==> config.mk <==
export PLATFORM = sky130hd
export DESIGN_NAME = rxr_engine
export DESIGN_NICKNAME = d
export VERILOG_FILES = /design/src/rtl/rxr_pkg.sv /design/src/rtl/rxr_desc_ring.sv /design/src/rtl/rxr_buf_mem.sv /design/src/rtl/rxr_ctrl.sv /design/src/rtl/rxr_engine.sv
export SDC_FILE = /design/constraint.sdc
export NUM_CORES = 2
export LEC_CHECK = 0
export BUFFER_PORTS_ARGS = -buffer_cell sky130_fd_sc_hd__buf_2
export CAP_MARGIN = 20
export CORE_MARGIN = 1
export CORE_UTILIZATION = 55
export CTS_BUF_LIST = sky130_fd_sc_hd__clkbuf_2
export CTS_CLUSTER_DIAMETER = 120
export CTS_CLUSTER_SIZE = 12
export DETAILED_ROUTE_END_ITERATION = 6
export PLACE_DENSITY = 0.74
export SLEW_MARGIN = 10
export SYNTH_ARGS = -nofsm -noshare
export SYNTH_HDL_FRONTEND = slang
export SYNTH_SLANG_ARGS = --single-unit
export TNS_END_PERCENT = 1
==> constraint.sdc <==
create_clock -name clk -period 4.1 [get_ports clk]
set_input_delay 0.615 -clock clk [delete_from_list [all_inputs] [get_ports clk]]
set_output_delay 0.615 -clock clk [all_outputs]
set_load 0.005 [all_outputs]
==> src/rtl/rxr_pkg.sv <==
package rxr_pkg;
  localparam logic [7:0] M_OWN  = 8'h80;
  localparam logic [7:0] M_ERR  = 8'h40;
  localparam logic [7:0] M_OFLO = 8'h10;
  localparam logic [7:0] M_CRC  = 8'h08;
  localparam logic [7:0] M_BUFF = 8'h04;
  localparam logic [7:0] M_STP  = 8'h02;
  localparam logic [7:0] M_ENP  = 8'h01;

  typedef enum logic [1:0] {ST_IDLE, ST_FILL, ST_DROP} rx_state_e;
endpackage

==> src/rtl/rxr_desc_ring.sv <==
module rxr_desc_ring #(
  parameter int IDXW    = 3,
  parameter int ENTRIES = 8
) (
  input  logic            clk,
  input  logic            rst,
  input  logic            h_we,
  input  logic [IDXW-1:0] h_widx,
  input  logic [15:0]     h_buflen,
  input  logic            w0_en,
  input  logic [IDXW-1:0] w0_idx,
  input  logic [7:0]      w0_flag,
  input  logic [11:0]     w0_len,
  input  logic            w1_en,
  input  logic [IDXW-1:0] w1_idx,
  input  logic [7:0]      w1_flag,
  input  logic [11:0]     w1_len,
  input  logic [IDXW-1:0] a_idx,
  output logic            a_own,
  output logic [11:0]     a_buflen,
  input  logic [IDXW-1:0] b_idx,
  output logic            b_own,
  output logic [11:0]     b_buflen,
  input  logic [IDXW-1:0] h_ridx,
  output logic [7:0]      h_flag,
  output logic [15:0]     h_buflen_rd,
  output logic [15:0]     h_msglen
);
  import rxr_pkg::*;

  logic [7:0]  flag_q [ENTRIES];
  logic [15:0] bl_q   [ENTRIES];
  logic [11:0] len_q  [ENTRIES];

  assign a_own    = flag_q[a_idx][7];
  assign a_buflen = bl_q[a_idx][11:0];
  assign b_own    = flag_q[b_idx][7];
  assign b_buflen = bl_q[b_idx][11:0];

  always_ff @(posedge clk) begin
    if (rst) begin
      for (int i = 0; i < ENTRIES; i++) begin
        flag_q[i] <= 8'h00;
        bl_q[i]   <= 16'h0000;
        len_q[i]  <= 12'h000;
      end
      h_flag      <= 8'h00;
      h_buflen_rd <= 16'h0000;
      h_msglen    <= 16'h0000;
    end else begin
      if (h_we) begin
        flag_q[h_widx] <= M_OWN;
        bl_q[h_widx]   <= h_buflen;
        len_q[h_widx]  <= 12'h000;
      end
      if (w0_en) begin
        flag_q[w0_idx] <= w0_flag;
        len_q[w0_idx]  <= w0_len;
      end
      if (w1_en) begin
        flag_q[w1_idx] <= w1_flag;
        len_q[w1_idx]  <= w1_len;
      end
      h_flag      <= flag_q[h_ridx];
      h_buflen_rd <= bl_q[h_ridx];
      h_msglen    <= {4'h0, len_q[h_ridx]};
    end
  end

  // the engine only rewrites descriptors it currently owns
  p_eng_write_owned_r11: assert property (@(posedge clk) disable iff (rst)
    w0_en |-> flag_q[w0_idx][7]);
  p_eng_write1_owned_r11: assert property (@(posedge clk) disable iff (rst)
    w1_en |-> flag_q[w1_idx][7]);
  // after an engine write the descriptor belongs to the host
  p_released_r11: assert property (@(posedge clk) disable iff (rst)
    (w0_en && !h_we) |=> !flag_q[$past(w0_idx)][7]);
endmodule

==> src/rtl/rxr_buf_mem.sv <==
module rxr_buf_mem #(
  parameter int AW = 7
) (
  input  logic          clk,
  input  logic          we,
  input  logic [AW-1:0] waddr,
  input  logic [7:0]    wdata,
  input  logic [AW-1:0] raddr,
  output logic [7:0]    rdata
);
  localparam int DEPTH = 1 << AW;
  logic [7:0] ram [DEPTH];

  always_ff @(posedge clk) begin
    if (we) ram[waddr] <= wdata;
    rdata <= ram[raddr];
  end
endmodule

==> src/rtl/rxr_ctrl.sv <==
module rxr_ctrl #(
  parameter int RING_LOG_MAX = 3,
  parameter int BUF_LOG      = 4
) (
  input  logic                    clk,
  input  logic                    rst,
  input  logic [2:0]              ring_code,
  input  logic                    rx_valid,
  input  logic [7:0]              rx_data,
  input  logic                    rx_last,
  input  logic                    rx_crc_err,
  input  logic                    cur_own,
  input  logic [11:0]             cur_buflen,
  input  logic                    nxt_own,
  input  logic [11:0]             nxt_buflen,
  output logic [RING_LOG_MAX-1:0] cur_idx,
  output logic [RING_LOG_MAX-1:0] nxt_idx,
  output logic                    w0_en,
  output logic [RING_LOG_MAX-1:0] w0_idx,
  output logic [7:0]              w0_flag,
  output logic [11:0]             w0_len,
  output logic                    w1_en,
  output logic [RING_LOG_MAX-1:0] w1_idx,
  output logic [7:0]              w1_flag,
  output logic [11:0]             w1_len,
  output logic                    mem_we,
  output logic [RING_LOG_MAX+BUF_LOG-1:0] mem_waddr,
  output logic [7:0]              mem_wdata,
  output logic                    rx_done,
  output logic                    rx_miss
);
  import rxr_pkg::*;

  localparam int IDXW = RING_LOG_MAX;
  localparam int OFFW = BUF_LOG + 1;
  localparam int MAXB = 1 << BUF_LOG;

  function automatic logic [OFFW-1:0] buf_size(input logic [11:0] bl);
    logic [11:0] n;
    n = ~bl + 12'd1;
    if (n == 12'd0 || n > 12'(MAXB)) return OFFW'(MAXB);
    return n[OFFW-1:0];
  endfunction

  function automatic logic [7:0] fin_flag(input logic first, input logic crc);
    return M_ENP | (first ? M_STP : 8'h00) | (crc ? (M_ERR | M_CRC) : 8'h00);
  endfunction

  rx_state_e        st_q;
  logic [IDXW-1:0]  cur_q, mask, nxt2;
  logic [OFFW-1:0]  off_q, bsz_q;
  logic [11:0]      cnt_q;
  logic             first_q, full;
  logic [2:0]       lg;
  logic [IDXW-1:0]  mem_idx;
  logic [BUF_LOG-1:0] mem_off;

  always_comb begin
    lg = ring_code;
    if (lg == 3'd0) lg = 3'd1;
    if (int'(lg) > RING_LOG_MAX) lg = 3'(RING_LOG_MAX);
    mask = IDXW'((32'd1 << lg) - 32'd1);
  end

  assign cur_idx   = cur_q;
  assign nxt_idx   = (cur_q + IDXW'(1)) & mask;
  assign nxt2      = (nxt_idx + IDXW'(1)) & mask;
  assign full      = (off_q == bsz_q);
  assign mem_waddr = {mem_idx, mem_off};
  assign mem_wdata = rx_data;

  always_comb begin
    mem_we  = 1'b0;  mem_idx = cur_q;  mem_off = off_q[BUF_LOG-1:0];
    w0_en   = 1'b0;  w0_idx  = cur_q;  w0_flag = 8'h00; w0_len = 12'h000;
    w1_en   = 1'b0;  w1_idx  = nxt_idx; w1_flag = 8'h00; w1_len = 12'h000;
    unique case (st_q)
      ST_IDLE: if (rx_valid && cur_own) begin
        mem_we  = 1'b1;
        mem_off = '0;
        if (rx_last) begin
          w0_en = 1'b1; w0_flag = fin_flag(1'b1, rx_crc_err); w0_len = 12'd1;
        end
      end
      ST_FILL: if (rx_valid) begin
        if (full && nxt_own) begin
          w0_en   = 1'b1; w0_flag = first_q ? M_STP : 8'h00;
          mem_we  = 1'b1; mem_idx = nxt_idx; mem_off = '0;
          if (rx_last) begin
            w1_en = 1'b1; w1_flag = fin_flag(1'b0, rx_crc_err); w1_len = cnt_q + 12'd1;
          end
        end else if (full) begin
          w0_en   = 1'b1;
          w0_flag = M_ERR | M_OFLO | M_BUFF | (first_q ? M_STP : 8'h00);
          w0_len  = cnt_q;
        end else begin
          mem_we = 1'b1;
          if (rx_last) begin
            w0_en = 1'b1; w0_flag = fin_flag(first_q, rx_crc_err); w0_len = cnt_q + 12'd1;
          end
        end
      end
      default: ;
    endcase
  end

  always_ff @(posedge clk) begin
    if (rst) begin
      st_q <= ST_IDLE; cur_q <= '0; off_q <= '0; bsz_q <= '0;
      cnt_q <= '0; first_q <= 1'b0; rx_done <= 1'b0; rx_miss <= 1'b0;
    end else begin
      rx_done <= 1'b0;
      rx_miss <= 1'b0;
      unique case (st_q)
        ST_IDLE: if (rx_valid) begin
          if (cur_own) begin
            off_q <= OFFW'(1); cnt_q <= 12'd1; first_q <= 1'b1;
            bsz_q <= buf_size(cur_buflen);
            if (rx_last) begin rx_done <= 1'b1; cur_q <= nxt_idx; end
            else st_q <= ST_FILL;
          end else begin
            rx_miss <= 1'b1;
            if (!rx_last) st_q <= ST_DROP;
          end
        end
        ST_FILL: if (rx_valid) begin
          if (full && nxt_own) begin
            off_q <= OFFW'(1); cnt_q <= cnt_q + 12'd1; first_q <= 1'b0;
            bsz_q <= buf_size(nxt_buflen);
            if (rx_last) begin rx_done <= 1'b1; cur_q <= nxt2; st_q <= ST_IDLE; end
            else cur_q <= nxt_idx;
          end else if (full) begin
            rx_done <= 1'b1; cur_q <= nxt_idx;
            st_q <= rx_last ? ST_IDLE : ST_DROP;
          end else begin
            off_q <= off_q + OFFW'(1); cnt_q <= cnt_q + 12'd1;
            if (rx_last) begin rx_done <= 1'b1; cur_q <= nxt_idx; st_q <= ST_IDLE; end
          end
        end
        ST_DROP: if (rx_valid && rx_last) st_q <= ST_IDLE;
        default: st_q <= ST_IDLE;
      endcase
    end
  end

  // the fill offset never passes the active buffer size
  p_off_in_buf_r8: assert property (@(posedge clk) disable iff (rst)
    (st_q == ST_FILL) |-> (off_q <= bsz_q));
  // a missed frame leaves the ring index where it was
  p_miss_keeps_idx_r7: assert property (@(posedge clk) disable iff (rst)
    rx_miss |-> $stable(cur_q));
  // done and miss are never raised together
  p_done_excl_miss_r9: assert property (@(posedge clk) disable iff (rst)
    !(rx_done && rx_miss));
  // the index stays inside the configured ring
  p_idx_in_ring_r10: assert property (@(posedge clk) disable iff (rst)
    (cur_q & ~mask) == '0);
endmodule

==> src/rtl/rxr_engine.sv <==
module rxr_engine #(
  parameter int RING_LOG_MAX = 3,
  parameter int BUF_LOG      = 4
) (
  input  logic                            clk,
  input  logic                            rst,
  input  logic [2:0]                      ring_code,
  input  logic                            rx_valid,
  input  logic [7:0]                      rx_data,
  input  logic                            rx_last,
  input  logic                            rx_crc_err,
  input  logic                            host_we,
  input  logic [RING_LOG_MAX-1:0]         host_widx,
  input  logic [15:0]                     host_buflen,
  input  logic [RING_LOG_MAX-1:0]         host_ridx,
  output logic [7:0]                      host_flag,
  output logic [15:0]                     host_buflen_rd,
  output logic [15:0]                     host_msglen,
  input  logic [RING_LOG_MAX+BUF_LOG-1:0] host_baddr,
  output logic [7:0]                      host_bdata,
  output logic                            rx_done,
  output logic                            rx_miss
);
  localparam int IDXW    = RING_LOG_MAX;
  localparam int ENTRIES = 1 << RING_LOG_MAX;
  localparam int AW      = RING_LOG_MAX + BUF_LOG;

  logic            cur_own, nxt_own, w0_en, w1_en, mem_we;
  logic [11:0]     cur_bl, nxt_bl, w0_len, w1_len;
  logic [IDXW-1:0] cur_idx, nxt_idx, w0_idx, w1_idx;
  logic [7:0]      w0_flag, w1_flag, mem_wdata;
  logic [AW-1:0]   mem_waddr;

  rxr_ctrl #(.RING_LOG_MAX(RING_LOG_MAX), .BUF_LOG(BUF_LOG)) u_ctrl (
    .clk(clk), .rst(rst), .ring_code(ring_code),
    .rx_valid(rx_valid), .rx_data(rx_data), .rx_last(rx_last), .rx_crc_err(rx_crc_err),
    .cur_own(cur_own), .cur_buflen(cur_bl), .nxt_own(nxt_own), .nxt_buflen(nxt_bl),
    .cur_idx(cur_idx), .nxt_idx(nxt_idx),
    .w0_en(w0_en), .w0_idx(w0_idx), .w0_flag(w0_flag), .w0_len(w0_len),
    .w1_en(w1_en), .w1_idx(w1_idx), .w1_flag(w1_flag), .w1_len(w1_len),
    .mem_we(mem_we), .mem_waddr(mem_waddr), .mem_wdata(mem_wdata),
    .rx_done(rx_done), .rx_miss(rx_miss));

  rxr_desc_ring #(.IDXW(IDXW), .ENTRIES(ENTRIES)) u_ring (
    .clk(clk), .rst(rst),
    .h_we(host_we), .h_widx(host_widx), .h_buflen(host_buflen),
    .w0_en(w0_en), .w0_idx(w0_idx), .w0_flag(w0_flag), .w0_len(w0_len),
    .w1_en(w1_en), .w1_idx(w1_idx), .w1_flag(w1_flag), .w1_len(w1_len),
    .a_idx(cur_idx), .a_own(cur_own), .a_buflen(cur_bl),
    .b_idx(nxt_idx), .b_own(nxt_own), .b_buflen(nxt_bl),
    .h_ridx(host_ridx), .h_flag(host_flag), .h_buflen_rd(host_buflen_rd),
    .h_msglen(host_msglen));

  rxr_buf_mem #(.AW(AW)) u_buf (
    .clk(clk), .we(mem_we), .waddr(mem_waddr), .wdata(mem_wdata),
    .raddr(host_baddr), .rdata(host_bdata));
endmodule

==> results.toml <==
[route]
drc = 0
drt_pass1_iterations = 5
ant_nets = 0
routed_wl_mm = 139
routed-via-count = 31800
drt_iter0_markers = 4265
vias_per_cell = 6.50
avgRoutedWirePerCell_um = 28.4

[worst_setup_path]
path_cells = "dlygate4sd3_1, buf_2, or2_2, dlygate4sd3_1, ha_1, xnor2_1, nor2_4, mux4_2, mux2_2, nor2_1, o21ai_0, dlygate4sd3_1, a22oi_1, dlygate4sd3_1, nor3_1"
reg2reg_from = "u_ctrl.cur_idx[1]"
path_depth = 15
crit_buf_inv = 5
required_ns = 5.48
r2r_end = "u_ctrl.st_q[0]"
critical-path-slowest-cell = "dlygate4sd3_1"
reg2reg_slack_ns = 0.19
reg2regPathDepth = 11
cp_data_arrival_time_ns = 5.42
worstSetupEndpointType = "flop"
slowest_delay_ns = 0.59
worst-path-max-fanout = 6
cp_common_cell = "dlygate4sd3_1"
critPathKind = "in -> reg"
cp_top_family = "buffers and inverters"
worst_setup_path_start_kind = "primary input"

[synthesis]
synth_edf_count = 1272
yosysTopAreaCellShare = 0.673
ys_seq_area_frac = 0.708
synthCells = 3015
yosysUniqueCellTypes = 71
yosys-top-cells-area = "edfxtp_1 (67%), mux4_2 (17%), dfxtp_1 (3.5%)"
avgSynthCellArea_sq_um = 18.8
synth.largest_area_cell = "edfxtp_1"
ys.flop_type = "edfxtp_1"
ys_ff_latch = 1371
synthArstFlopShare = 0
yosysWarnings = 0
synth_area_sq_um = 56700

[timing]
post-route-min-period_ns = 4.04
finClkSkew_ns = 0.121
fin_crit_sh = 0.986
finalWorstSetupSlack_ns = 0.0574
max_slew_margin = 0.265
slew_violations = 0
setup-violations-final = 0
hold_slack_ns = 0.172
fmax_mhz = 247
hold_viol = 0
rsz0062_at_grt = "yes"
worstMarginPinSlew_ns = 1.10

[clocking]
clockBufferDepth = 3
cts-root-buf = "clkbuf_2"
numClockSinks = 1371
htreeDepth = 4
worst_skew_pair.late_latency_ns = 1.53
clkTransAtPathRegs_ns = 0.23
cts_setup_buffers = 0
cts_tree = "built"
cts_buffers = 132

[global_routing]
grt.overflow.total = 0
grt_pass1_vias = 31800
antenna_found_initial = 5
grt_usage = 0.272
grt_pass1_wl_mm = 207
grt_max_degree = 98

[cells_and_area]
area_growth_pct = 11.0
final_nets = 3489
drive_gt1_frac = 0.312
layout_common_cells = "edfxtp_1 (1272), mux4_2 (430), buf_4 (289)"
stdcell_count = 4888
final_common_cell = "edfxtp_1"
fin_area_sq_um = 62900

[die]
coreArea_sq_um = 102000
rows = 117
die_y_um = 323
ios = 96
start_util = 0.556
die_area_sq_um = 104000
dieWidth_um = 323

[pwr]
vdd_drop_max_v = 0.000289
p_total_uw = 22900
leakage_uw = 0.0206
p_per_area_nw_per_um2 = 364

[place]
post-place-ws_ns = -0.388
place_area_sq_um = 61000
hpwlAfterDp_mm = 88.2
io_buffers = 90
place_inst = 4594
place_congestion = 0.931

[job]
max-cap-violations = 0

[outcome]
run_status = "finished, final reports clean"

[hold_path]
hold_end = "u_ring.flag_q[3][7]"
hold_path_startpoint = "host_widx[2]"
min_path_cells = 5
hp-class = "in -> reg"
==> kinds of logic after synthesis <==
group | share of synthesized area
multiplexers | 0.187
AO/OA/AOI/OAI | 0.0325
buffers and inverters | 0.0156
flip-flops | 0.708
AND/OR/NAND/NOR | 0.0512
adder cells (fa/ha/maj) | 0.00154
XOR/XNOR | 0.00401
other | 0.000132
==> power by group <==
group | switching [uW] | internal (uW) | total, uW
Combinational | 972 | 785 | 1760
Clock | 4280 | 1320 | 5600
Sequential | 106 | 15400 | 15500
==> worst max-delay path by stage <==
stage                            from           endpoint  slack (ns)
global route        u_ctrl.cur_idx[1]     u_ctrl.st_q[0]       -0.05
floorplan                ring_code[1]   u_buf.ram[59][0]       -0.07
finish                   ring_code[2]     u_ctrl.st_q[0]        0.06
CTS                 u_ctrl.cur_idx[1]     u_ctrl.st_q[0]        0.11
global placement         ring_code[1]   u_buf.ram[99][2]       -0.27
detailed placement       ring_code[1]  u_buf.ram[103][5]       -0.39
==> registers in the layout, summed over array words and instances (netlist names), named ones only <==
| name | count |
|---|---|
| u_ctrl.off_q | 5 |
| u_ring.h_msglen | 12 |
| u_ring.len_q | 96 |
| u_ctrl.cnt_q | 12 |
| u_ctrl.rx_miss | 1 |
| u_ctrl.st_q | 2 |
| u_buf.rdata | 8 |
| u_ring.flag_q | 48 |
| u_buf.ram | 1024 |
| u_ring.h_flag | 6 |
| u_ctrl.cur_idx | 3 |
| u_ctrl.bsz_q | 5 |
| u_ring.h_buflen_rd | 16 |
| u_ring.bl_q | 128 |
| u_ctrl.first_q | 1 |
| u_ctrl.rx_done | 1 |
==> area by class of cell <==
cell class / instances / area, sq um
Antenna cell: 8 / 20.0
Inverter: 28 / 105
Clock buffer: 198 / 991
Clock inverter: 12 / 86.3
Fill cell: 7073 / 39100
Tap cell: 1368 / 1710
Timing Repair Buffer: 479 / 4100
Sequential cell: 1371 / 40200
Multi-Input combinational cell: 1424 / 15700
==> stage by stage <==
stage          setup TNS [ns]  utilization
3_3_place_gp           -43.99        0.598
4_1_cts                     0        0.616
2_1_floorplan          -23.77            -
6_report                    0        0.617
3_5_place_dp          -101.61        0.598
5_1_grt               -0.0482        0.617
==> synthesized netlist by cell type (34+ instances only) <==
cell	instances
a21oi_1	52
mux2i_1	50
nand2_1	92
edfxtp_1	1272
dfxtp_1	99
buf_1	41
mux4_2	430
clkbuf_1	140
nor2_1	223
and2_1	135
nand3_1	34
o22ai_1	106
o21ai_0	35
==> timing repair <==
action	4_1_cts	5_1_grt
pin swaps	0	0
hold endpoints to repair	1309	13
hold buffers	71	2
resized for setup	1	4
endpoints found under the setup margin	2	201
==> routing by layer <==
layer,track usage,vias to the layer above,part of all wire
met2,0.435,2054,0.49
met5,0,-,0
li1,-,13200,-
met3,0.0491,259,0.097
met1,0.387,16300,0.39
met4,0.0791,0,0.026
==> worst register-to-register path, stage by stage (launching register included) <==
cell	delay, ns
dfxtp_2	0.49
ha_1	0.24
xnor2_1	0.14
nor2_4	0.26
mux4_2	0.57
mux2_2	0.32
nor2_1	0.30
o21ai_0	0.12
dlygate4sd3_1	0.57
a22oi_1	0.14
dlygate4sd3_1	0.57
nor3_1	0.04
(Power assumes the default switching activity.)
